==> src/rtl/ahbx_pkg.sv <==
package ahbx_pkg;
  typedef enum logic [1:0] {
    TR_IDLE = 2'b00,
    TR_BUSY = 2'b01,
    TR_NSEQ = 2'b10,
    TR_SEQ  = 2'b11
  } trans_e;

  typedef enum logic [1:0] {
    ARB_RR_BEAT  = 2'd0,
    ARB_RR_BURST = 2'd1,
    ARB_FIXED    = 2'd2,
    ARB_FIXED_X  = 2'd3
  } arb_mode_e;
endpackage

==> src/rtl/ahbx_in_stage.sv <==
module ahbx_in_stage #(
  parameter int AW = 16,
  parameter int DW = 16,
  parameter logic [AW-1:0] BASE = '0,
  parameter logic [AW-1:0] MASK = '0
) (
  input  logic          clk,
  input  logic          rst_n,
  input  logic [1:0]    in_trans,
  input  logic [AW-1:0] in_addr,
  input  logic          in_write,
  input  logic [DW-1:0] in_wdata,
  output logic          in_ready,
  input  logic          take,
  output logic          hold_vld,
  output logic [1:0]    hold_trans,
  output logic [AW-1:0] hold_addr,
  output logic          hold_write,
  output logic [DW-1:0] hold_wdata
);
  logic hit;
  logic capture;

  // decoder: active transfer type and address inside this port's window
  assign hit      = in_trans[1] && ((in_addr & MASK) == BASE);
  assign in_ready = !hold_vld || take;
  assign capture  = in_ready && hit;

  always_ff @(posedge clk or negedge rst_n) begin
    if (!rst_n) begin
      hold_vld   <= 1'b0;
      hold_trans <= ahbx_pkg::TR_IDLE;
      hold_addr  <= '0;
      hold_write <= 1'b0;
      hold_wdata <= '0;
    end else if (capture) begin
      hold_vld   <= 1'b1;
      hold_trans <= in_trans;
      hold_addr  <= in_addr;
      hold_write <= in_write;
      hold_wdata <= in_wdata;
    end else if (take) begin
      hold_vld <= 1'b0;
    end
  end
endmodule

==> src/rtl/ahbx_arbiter.sv <==
module ahbx_arbiter #(
  parameter int N = 3,
  localparam int IW = (N > 1) ? $clog2(N) : 1
) (
  input  logic          clk,
  input  logic          rst_n,
  input  logic [1:0]    mode,
  input  logic [N-1:0]  req,
  input  logic [N-1:0]  seq,
  input  logic          present,
  input  logic          accept,
  output logic [IW-1:0] gnt_id,
  output logic          gnt_any
);
  logic [IW-1:0] ptr_q, lock_id_q, hold_id_q;
  logic          lock_q, hold_q;
  logic          is_burst, is_fix, lock_eff;
  logic [IW-1:0] rr_id, fx_id;
  logic          rr_hit;
  int            idx;

  function automatic logic [IW-1:0] nxt(input logic [IW-1:0] v);
    if (v == IW'(N - 1)) return '0;
    return v + 1'b1;
  endfunction

  assign is_burst = (mode == ahbx_pkg::ARB_RR_BURST);
  assign is_fix   = (mode == ahbx_pkg::ARB_FIXED) || (mode == ahbx_pkg::ARB_FIXED_X);
  assign lock_eff = lock_q && is_burst && req[lock_id_q] && seq[lock_id_q];

  // rotating search starting at the pointer
  always_comb begin
    rr_hit = 1'b0;
    rr_id  = ptr_q;
    idx    = 0;
    for (int k = 0; k < N; k++) begin
      idx = int'(ptr_q) + k;
      if (idx >= N) idx = idx - N;
      if (!rr_hit && req[idx]) begin
        rr_hit = 1'b1;
        rr_id  = IW'(idx);
      end
    end
  end

  // lowest index wins
  always_comb begin
    fx_id = '0;
    for (int k = N - 1; k >= 0; k--) begin
      if (req[k]) fx_id = IW'(k);
    end
  end

  always_comb begin
    if (hold_q) begin
      gnt_id  = hold_id_q;
      gnt_any = req[hold_id_q];
    end else if (lock_eff) begin
      gnt_id  = lock_id_q;
      gnt_any = 1'b1;
    end else if (is_fix) begin
      gnt_id  = fx_id;
      gnt_any = |req;
    end else begin
      gnt_id  = rr_id;
      gnt_any = rr_hit;
    end
  end

  always_ff @(posedge clk or negedge rst_n) begin
    if (!rst_n) begin
      ptr_q     <= '0;
      lock_q    <= 1'b0;
      lock_id_q <= '0;
      hold_q    <= 1'b0;
      hold_id_q <= '0;
    end else begin
      hold_q    <= present && !accept;
      hold_id_q <= gnt_id;
      if (accept) begin
        ptr_q     <= nxt(gnt_id);
        lock_q    <= is_burst;
        lock_id_q <= gnt_id;
      end else if (!lock_eff) begin
        lock_q <= 1'b0;
      end
    end
  end
endmodule

==> src/rtl/ahbx_owner_fifo.sv <==
module ahbx_owner_fifo #(
  parameter int IW    = 2,
  parameter int DEPTH = 4,
  localparam int PW = (DEPTH > 1) ? $clog2(DEPTH) : 1,
  localparam int CW = $clog2(DEPTH + 1)
) (
  input  logic          clk,
  input  logic          rst_n,
  input  logic          push,
  input  logic [IW-1:0] push_id,
  input  logic          pop,
  output logic [IW-1:0] head_id,
  output logic          full,
  output logic          empty
);
  logic [IW-1:0] mem [DEPTH];
  logic [PW-1:0] wr_q, rd_q;
  logic [CW-1:0] cnt_q;

  function automatic logic [PW-1:0] inc(input logic [PW-1:0] p);
    if (p == PW'(DEPTH - 1)) return '0;
    return p + 1'b1;
  endfunction

  assign full    = (cnt_q == CW'(DEPTH));
  assign empty   = (cnt_q == '0);
  assign head_id = mem[rd_q];

  always_ff @(posedge clk or negedge rst_n) begin
    if (!rst_n) begin
      wr_q  <= '0;
      rd_q  <= '0;
      cnt_q <= '0;
      for (int i = 0; i < DEPTH; i++) mem[i] <= '0;
    end else begin
      if (push) begin
        mem[wr_q] <= push_id;
        wr_q      <= inc(wr_q);
      end
      if (pop) rd_q <= inc(rd_q);
      if (push && !pop)      cnt_q <= cnt_q + 1'b1;
      else if (pop && !push) cnt_q <= cnt_q - 1'b1;
    end
  end
endmodule

==> src/rtl/ahbx_slave_port.sv <==
module ahbx_slave_port #(
  parameter int N_LAYERS = 3,
  parameter int AW = 16,
  parameter int DW = 16,
  parameter int OUTST = 4,
  parameter logic [AW-1:0] BASE = 16'h8000,
  parameter logic [AW-1:0] MASK = 16'hC000,
  localparam int IW = (N_LAYERS > 1) ? $clog2(N_LAYERS) : 1
) (
  input  logic                   clk,
  input  logic                   rst_n,
  input  logic [1:0]             arb_mode,
  input  logic [2*N_LAYERS-1:0]  lyr_trans,
  input  logic [AW*N_LAYERS-1:0] lyr_addr,
  input  logic [N_LAYERS-1:0]    lyr_write,
  input  logic [DW*N_LAYERS-1:0] lyr_wdata,
  output logic [N_LAYERS-1:0]    lyr_ready,
  output logic [N_LAYERS-1:0]    lyr_rsp_valid,
  output logic [DW*N_LAYERS-1:0] lyr_rdata,
  output logic [N_LAYERS-1:0]    lyr_rsp_err,
  output logic                   slv_valid,
  input  logic                   slv_ready,
  output logic [1:0]             slv_trans,
  output logic [AW-1:0]          slv_addr,
  output logic                   slv_write,
  output logic [DW-1:0]          slv_wdata,
  input  logic                   slv_rsp_valid,
  input  logic [DW-1:0]          slv_rdata,
  input  logic                   slv_rsp_err
);
  logic [N_LAYERS-1:0] held_vec, seq_vec, take_vec;
  logic [1:0]          h_trans [N_LAYERS];
  logic [AW-1:0]       h_addr  [N_LAYERS];
  logic                h_write [N_LAYERS];
  logic [DW-1:0]       h_wdata [N_LAYERS];
  logic [IW-1:0]       gnt_id, head_id;
  logic                gnt_any, accept, fifo_full, fifo_empty, pop;

  for (genvar g = 0; g < N_LAYERS; g++) begin : g_layer
    ahbx_in_stage #(.AW(AW), .DW(DW), .BASE(BASE), .MASK(MASK)) u_stage (
      .clk        (clk),
      .rst_n      (rst_n),
      .in_trans   (lyr_trans[2*g +: 2]),
      .in_addr    (lyr_addr[AW*g +: AW]),
      .in_write   (lyr_write[g]),
      .in_wdata   (lyr_wdata[DW*g +: DW]),
      .in_ready   (lyr_ready[g]),
      .take       (take_vec[g]),
      .hold_vld   (held_vec[g]),
      .hold_trans (h_trans[g]),
      .hold_addr  (h_addr[g]),
      .hold_write (h_write[g]),
      .hold_wdata (h_wdata[g])
    );
    assign seq_vec[g]  = (h_trans[g] == ahbx_pkg::TR_SEQ);
    assign take_vec[g] = accept && (gnt_id == IW'(g));

    // response return only to the owner of the oldest outstanding beat
    assign lyr_rsp_valid[g]        = pop && (head_id == IW'(g));
    assign lyr_rdata[DW*g +: DW]   = lyr_rsp_valid[g] ? slv_rdata : '0;
    assign lyr_rsp_err[g]          = lyr_rsp_valid[g] && slv_rsp_err;
  end

  ahbx_arbiter #(.N(N_LAYERS)) u_arb (
    .clk     (clk),
    .rst_n   (rst_n),
    .mode    (arb_mode),
    .req     (held_vec),
    .seq     (seq_vec),
    .present (slv_valid),
    .accept  (accept),
    .gnt_id  (gnt_id),
    .gnt_any (gnt_any)
  );

  assign slv_valid = gnt_any && !fifo_full;
  assign accept    = slv_valid && slv_ready;
  assign pop       = slv_rsp_valid && !fifo_empty;

  always_comb begin
    if (gnt_any) begin
      slv_trans = h_trans[gnt_id];
      slv_addr  = h_addr[gnt_id];
      slv_write = h_write[gnt_id];
      slv_wdata = h_wdata[gnt_id];
    end else begin
      slv_trans = ahbx_pkg::TR_IDLE;
      slv_addr  = '0;
      slv_write = 1'b0;
      slv_wdata = '0;
    end
  end

  ahbx_owner_fifo #(.IW(IW), .DEPTH(OUTST)) u_own (
    .clk     (clk),
    .rst_n   (rst_n),
    .push    (accept),
    .push_id (gnt_id),
    .pop     (pop),
    .head_id (head_id),
    .full    (fifo_full),
    .empty   (fifo_empty)
  );
endmodule

==> config.mk <==
export PLATFORM = sky130hd
export DESIGN_NAME = ahbx_slave_port
export DESIGN_NICKNAME = d
export VERILOG_FILES = /design/src/rtl/ahbx_pkg.sv /design/src/rtl/ahbx_in_stage.sv /design/src/rtl/ahbx_arbiter.sv /design/src/rtl/ahbx_owner_fifo.sv /design/src/rtl/ahbx_slave_port.sv
export SDC_FILE = /design/constraint.sdc
export NUM_CORES = 1
export LEC_CHECK = 0
export ABC_CLOCK_PERIOD_IN_PS = 3900
export BUFFER_PORTS_ARGS = -buffer_cell sky130_fd_sc_hd__buf_2
export CORE_ASPECT_RATIO = 0.9
export CORE_MARGIN = 1.5
export CORE_UTILIZATION = 32
export CTS_BUF_LIST = sky130_fd_sc_hd__clkbuf_8
export CTS_CLUSTER_SIZE = 24
export DETAILED_ROUTE_END_ITERATION = 7
export SYNTH_ARGS = -nofsm -noshare
export SYNTH_HDL_FRONTEND = slang
export SYNTH_HIERARCHICAL = 1
export SYNTH_SLANG_ARGS = --single-unit
==> constraint.sdc <==
create_clock -name clk -period 3.9 [get_ports clk]
set_clock_uncertainty 0.15 [all_clocks]
set_input_delay 0.585 -clock clk [delete_from_list [all_inputs] [get_ports clk]]
set_output_delay 0.585 -clock clk [all_outputs]
set_load 0.02 [all_outputs]
==> impl_metrics.csv, run 1 <==
group,metric,value,unit
clock_network,root_buffer,"clkbuf_8",
synth,synthCells,602,
critical_path,cp_common_cell,"buf_12",
route,vias,5420,
critical_path,cp_max_fo,7,
grt,grtUsageTotal,0.1592,
clock_network,htree_levels,4,
timing,slew_violations,0,
synth,synth.avg_cell_area,12.63,sq um
timing,finalSetupViolations,14,
timing,min_period,3.950,ns
critical_path,worstSetupStartpointType,"flop",
critical_path,critPathKind,"flop to primary output",
power,seq_power_share,0.244,
critical_path,crit_path_max_incr_delay,0.41,ns
timing,timing.fmax,253.1,MHz
power,power_switching,4131,uW
timing,worst_slack,-0.05040,ns
synth,yosys.area.top_type_share,0.4310,
run_status,status,"finished with violations",
min_path,hold_class,"primary input to asynchronous set/reset pin",
placed_design,gp_congestion,0.7979,
synth,synth_area,7606,sq um
clock_network,clkTransAtPathRegs,0.08,ns
clock_network,cts_tree,"done",
timing,hold_violations,0,
floorplan,initial_core_util,0.3258,
clock_network,insertion_delay,0.44,ns
final_layout,final_common_cell,"buf_2",
power,vdd_drop_max,535.0,uV
route,ant_nets,0,
floorplan,die_h,149.3,um
route,drc,0,
clock_network,clock_sinks,131,
grt,grt_pass1_vias,5354,
clock_network,cts.path.max_buffers,2,
final_layout,final_cells,1155,
final_layout,final_cell_mix,"199 x buf_2, 129 x dfrtp_1, 84 x mux2_4",
synth,ys_ff_latch,131,
power,intPower,6049,uW
final_layout,finalNetCount,979,
critical_path,worstPathCellList,"inv_2, ha_4, or2_4, a32oi_2, a221oi_2, a31oi_2, o32ai_4, buf_12, buf_12, mux2i_2, o21ai_0, and2_1, buf_2",
final_layout,drive_gt1_frac,0.5253,
route,routed_wl,19960,um
floorplan,io_pins,221,
grt,grt_max_degree,103,
synth,ys_seq_area_frac,0.4310,
floorplan,die_area,24700,sq um
power,swShare,0.4058,
clock_network,ctsHoldBuffers,0,
run_status,violations,"setup timing",
route,firstDrtPassIters,5,
timing,slew_headroom,0.3504,
critical_path,slowest_stage,"dfrtp_2",
timing,min_period_over_period,1.013,
critical_path,cp_top_family,"compound AO/OA/AOI/OAI gates",
synth,synthTopCellsByArea,"dfrtp_1 43%, mux2_4 16%, and2_1 6.8%",
floorplan,core-area,23340,sq um
clock_network,numCtsBuffers,17,
timing,worst_pin_slew,0.9743,ns
power,power_density,1028,nW/um^2
critical_path,crit_buf_inv,4,
flow_run,drv_cap,0,
route,drt-initial-drc-count,243,
grt,grt-ovfl-total,0,
critical_path,crit_required,3.16,ns
synth,synth_top_area_cell,"dfrtp_1",
route,via_per_inst,4.693,
critical_path,crit_cells,13,
route,wire_per_inst,17.28,um
synth,synth_cell_types,60,
synth,synth_nets,740,
critical_path,cp.arrival,3.22,ns
critical_path,crit_path_end_kind,"primary output",
power,p_leak,0.004746,uW
synth,synth_edf_count,0,
synth,ys_warn_count,6,
placed_design,numPortBuffers,220,
floorplan,die_x,165.5,um
placed_design,dp_cells,1103,
final_layout,syn_to_final_growth,30.22,%
floorplan,rows,53,
placed_design,dp_slack,0.2095,ns
critical_path,worst_r2r_path_depth,15,
synth,synth-main-ff-cell,"dfrtp_1",
power,p_comb_frac,0.646,
grt,antenna_found_initial,2,
placed_design,place_hpwl,13240,um
power,power.share.clock,0.110,
timing,rsz0062_at_grt,"yes",
synth,async_reset_ff_frac,1.000,
grt,grt_pass1_wl,29870,um
[per-layer routing]
metal / track usage / share of wire / vias to the layer above
met3: 0.05366 / 0.082 / 12
met1: 0.2089 / 0.45 / 2616
met4: 0.03750 / 0.0076 / 0
met2: 0.2521 / 0.46 / 206
li1: - / - / 2586
met5: 0 / 0 / -
[worst register-to-register path, stage by stage (launching register included)]
cell	delay, ns
dfrtp_2	0.41
inv_2	0.06
ha_4	0.32
mux2_4	0.31
a32oi_2	0.21
a221oi_2	0.10
a31oi_2	0.22
o32ai_4	0.13
buf_12	0.18
nor3b_2	0.27
nand2_1	0.09
nor2_1	0.10
nand2b_4	0.13
nor2b_4	0.23
buf_12	0.23
mux2_4	0.34
[sequential cells by signal (all words and copies together), names as in the netlist]
signal,flops
g_layer.u_stage/hold_vld,3
u_arb/lock_q,1
u_arb/hold_id_q,2
u_arb/hold_q,1
g_layer.u_stage/hold_wdata,48
u_own/mem,8
g_layer.u_stage/hold_addr,48
g_layer.u_stage/hold_trans,6
g_layer.u_stage/hold_write,3
u_arb/ptr_q,2
u_own/rd_q,2
u_own/cnt_q,3
u_own/wr_q,2
u_arb/lock_id_q,2
[cell type report]
class,count,area [sq um]
antenna,2,5.005
sequential,131,3281
clock inverter,12,128.9
clock buffer,17,234.0
timing repair buffer,258,1767
inverter,15,73.82
multi-input combinational,418,4038
tap,302,377.9
fill,2213,13440
[through the flow]
step / total power, uW / cell area (sq um) / util / hold WS, ns / setup TNS [ns]
CTS: 9582 / 9603 / 0.4114 / 0.1446 / -2.184
global placement: 7764 / 8962 / 0.3840 / 0.2963 / 0
finish: 10180 / 9905 / 0.4243 / 0.1103 / -0.2060
global route: 10840 / 9902 / 0.4242 / 0.1763 / -4.867
floorplan: 6371 / 7606 / - / 0.1394 / 0
detailed placement: 7806 / 8962 / 0.3840 / 0.3018 / 0
[Yosys cell counts, drive strengths merged, types with 5 or more instances]
library cell,number
mux2i,37
buf,29
ha,9
clkbuf,9
mux2,111
o21ai,39
or2,7
inv,15
nand2,16
nand3b,41
dfrtp,131
and2,91
nor3b,5
nor2b,9
[cells by family (layout without fill, tap and decap cells)]
family                   Yosys count  count (layout)  synth area share
XOR/XNOR                           3               3          0.003455
AO/OA/AOI/OAI                     65              65           0.05873
other                              0               2                 0
multiplexers                     150             150            0.2609
flip-flops                       131             131            0.4310
AND/OR/NAND/NOR                  190             190            0.1744
adder cells (fa/ha/maj)           10              10           0.01744
buffers and inverters             53             302           0.05412
[what timing repair did]
action | 4_1_cts | 5_1_grt
cloned | 3 | 3
buffers inserted | 9 | 9
endpoints found under the setup margin | 38 | 38
resized for setup | 24 | 77
pin swaps | 3 | 15
[power by group through the flow]
stage                     logic [uW]  clock network (uW)  registers [uW]
after floorplan                 4050                   0            2320
after global placement          5290                   0            2470
after detailed placement        5330                   0            2480
after CTS                       5960                1160            2470
after global routing            7060                1210            2570
final                           6580                1120            2480
[final timing paths]
| check | end | slack (ns) | from |
|---|---|---|---|
| min | g_layer[2].u_stage/hold_wdata[13] | 0.11 | rst_n |
| max reg2reg | g_layer[0].u_stage/hold_addr[7] | 0.29 | u_arb/ptr_q[0] |
| max in group asynchronous | g_layer[1].u_stage/hold_trans[0] | 2.60 | rst_n |
| min reg2reg | g_layer[2].u_stage/hold_addr[15] | 0.31 | g_layer[2].u_stage/hold_addr[15] |
| min in group clk | g_layer[2].u_stage/hold_wdata[14] | 0.21 | lyr_wdata[46] |
| max | slv_addr[9] | -0.05 | u_arb/ptr_q[0] |
Note: power is estimated with default switching activity, not from simulation.
==> inputs of run 2 (changes only) <==
--- a/config.mk
+++ b/config.mk
@@ -5,14 +5,15 @@
 export SDC_FILE = /design/constraint.sdc
 export NUM_CORES = 1
 export LEC_CHECK = 0
-export ABC_CLOCK_PERIOD_IN_PS = 3900
+export ABC_CLOCK_PERIOD_IN_PS = 4600
 export BUFFER_PORTS_ARGS = -buffer_cell sky130_fd_sc_hd__buf_2
 export CORE_ASPECT_RATIO = 0.9
 export CORE_MARGIN = 1.5
-export CORE_UTILIZATION = 32
+export CORE_UTILIZATION = 58
 export CTS_BUF_LIST = sky130_fd_sc_hd__clkbuf_8
 export CTS_CLUSTER_SIZE = 24
 export DETAILED_ROUTE_END_ITERATION = 7
+export PLACE_DENSITY = 0.88
 export SYNTH_ARGS = -nofsm -noshare
 export SYNTH_HDL_FRONTEND = slang
 export SYNTH_HIERARCHICAL = 1
==> constraint.sdc (replaced) <==
create_clock -name clk -period 4.6 [get_ports clk]
set_clock_uncertainty 0.15 [all_clocks]
set_input_delay 0.69 -clock clk [delete_from_list [all_inputs] [get_ports clk]]
set_output_delay 0.69 -clock clk [all_outputs]
set_load 0.02 [all_outputs]
==> run 2 against run 1 <==
Effect of this change:
- utilization grew 30 points
- largest cell class unchanged
- worst setup slack better by 0.20 ns
- worst hold slack worse by 0.055 ns
- flip-flop and latch count did not move
- wire length fell by 4.7%
- first-iteration DRC count is 37% higher
- clock power is essentially flat
- power fell by 24%
- final cell count fell by 14%
- the flow now finishes without violations
- non-clock buffer count shrank 26
- combinational power fell by 32%
- clock-buffer cell count grew 2
==> impl_metrics.csv, run 2 (synthesized netlist as in run 1, its figures left out) <==
group,metric,value,unit
final_layout,syn_to_final_growth,20.83,%
power,p_comb_frac,0.578,
clock_network,insertion_delay,0.44,ns
route,routed_wl,19010,um
timing,min_period,4.449,ns
placed_design,dp_cells,960,
run_status,status,"finished, final reports clean",
floorplan,core-area,12740,sq um
critical_path,cp.arrival,3.61,ns
grt,antenna_found_initial,3,
critical_path,worstSetupStartpointType,"flop",
power,power_density,839.1,nW/um^2
clock_network,clock_sinks,131,
final_layout,largest_registers,"g_layer.u_stage/hold_addr x48, g_layer.u_stage/hold_wdata x48, u_own/mem x8",
route,drt-initial-drc-count,333,
grt,grt_max_degree,59,
timing,hold_violations,0,
placed_design,place_hpwl,13030,um
power,seq_power_share,0.275,
critical_path,critPathKind,"flop to primary output",
final_layout,finalNetCount,953,
floorplan,die_x,123.7,um
flow_run,drv_cap,0,
min_path,hold_class,"primary input to asynchronous set/reset pin",
power,intPower,4444,uW
placed_design,gp_congestion,0.9281,
route,ant_nets,0,
clock_network,clkTransAtPathRegs,0.08,ns
timing,hold_ws,0.05515,ns
floorplan,initial_core_util,0.5972,
critical_path,crit_path_end_kind,"primary output",
floorplan,io_pins,221,
floorplan,rows,39,
timing,timing.fmax,224.8,MHz
timing,worst_pin_slew,0.6109,ns
clock_network,cts.path.max_buffers,2,
grt,grt-ovfl-total,0,
timing,finalSetupViolations,0,
power,swShare,0.4238,
route,via_per_inst,5.553,
placed_design,numPortBuffers,220,
route,vias,5520,
grt,grtUsageTotal,0.2846,
timing,min_period_over_period,0.9672,
power,vdd_drop_max,656.8,uV
route,firstDrtPassIters,5,
clock_network,htree_levels,4,
power,power_switching,3268,uW
timing,slew_headroom,0.5927,
critical_path,crit_path_max_incr_delay,0.42,ns
final_layout,drive_gt1_frac,0.4903,
clock_network,numCtsBuffers,17,
final_layout,final_common_cell,"buf_2",
route,drc,0,
timing,slew_violations,0,
critical_path,crit_required,3.76,ns
critical_path,slowest_stage,"dfrtp_1",
power,p_leak,0.004527,uW
critical_path,cp_max_fo,28,
grt,grt_pass1_vias,5851,
floorplan,die_h,111.6,um
clock_network,cts_tree,"done",
critical_path,worstPathCellList,"inv_1, ha_1, mux2_2, a221oi_2, a32oi_1, a211oi_2, inv_4, buf_4, nand3b_1, o21ai_0, and2_1, buf_2",
clock_network,root_buffer,"clkbuf_8",
floorplan,die_area,13810,sq um
power,power.share.clock,0.147,
final_layout,final_cells,994,
final_layout,final_cell_mix,"219 x buf_2, 131 x dfrtp_1, 83 x and2_1, 83 x mux2_4, 38 x nand3b_1",
route,wire_per_inst,19.13,um
grt,grt_pass1_wl,29770,um
-- run 2: timing repair --
item,CTS,global route
hold endpoints to repair,0,0
setup buffers,0,0
hold buffers,0,0
resized for setup,0,3
endpoints found under the setup margin,0,27
-- run 2: worst max-delay path, delay by kind of cell (launching register included) --
kind	cells	cell delay, ns
compound gates	4	0.99
fa+ha+maj	1	0.27
buf+inv	4	0.73
flops	1	0.42
mux	1	0.41
simple gates	2	0.34
-- run 2: worst paths after layout --
kind                                                   from                                end  slack (ns)  depth (start not counted)
max in group asynchronous                             rst_n  g_layer[0].u_stage/hold_wdata[15]        3.21                          2
min reg2reg                g_layer[1].u_stage/hold_addr[15]   g_layer[1].u_stage/hold_addr[15]        0.33                          1
max                                          u_arb/ptr_q[0]                       slv_addr[15]        0.15                         12
max reg2reg                                  u_arb/ptr_q[0]   g_layer[2].u_stage/hold_addr[11]        0.62                         12
min in group clk           g_layer[1].u_stage/hold_addr[15]   g_layer[1].u_stage/hold_addr[15]        0.33                          1
min                                                   rst_n  g_layer[1].u_stage/hold_wdata[13]        0.06                          1
-- run 2: metrics by stage --
stage / power, uW / cell area (sq um) / TNS (ns) / utilization / setup slack (ns)
2_1_floorplan: 5401 / 7606 / 0 / - / 0.9290
3_3_place_gp: 6345 / 8711 / 0 / 0.6840 / 0.6880
3_5_place_dp: 6520 / 8711 / 0 / 0.6840 / 0.6190
4_1_cts: 7713 / 9179 / 0 / 0.7207 / 0.05806
5_1_grt: 8177 / 9190 / -0.04169 / 0.7216 / -0.02080
6_report: 7712 / 9190 / 0 / 0.7216 / 0.1507
-- run 2: cell type report --
class                      instances  area [sq um]
antenna                            2         5.005
clock buffer                      19         261.5
clock inverter                    13         206.4
fill                             873          3546
inverter                          15         58.81
multi-input combinational        418          3928
sequential                       131          3278
tap                              164         205.2
timing repair buffer             232          1247
-- run 2: power groups by stage --
stage               registers, uW  logic [uW]  clock network, uW
floorplan                    1960        3440                  0
global placement             2070        4270                  0
detailed placement           2120        4400                  0
CTS                          2110        4450               1150
global route                 2180        4800               1200
finish                       2120        4460               1130
-- run 2: routing by layer --
layer  vias to the layer above  part of all wire  global-route usage
met5                         -           0.00037                   0
met4                         2             0.021              0.1134
met3                        34             0.067             0.08299
met2                       214              0.52              0.4847
met1                      2743              0.39              0.3362
li1                       2527                 -                   -
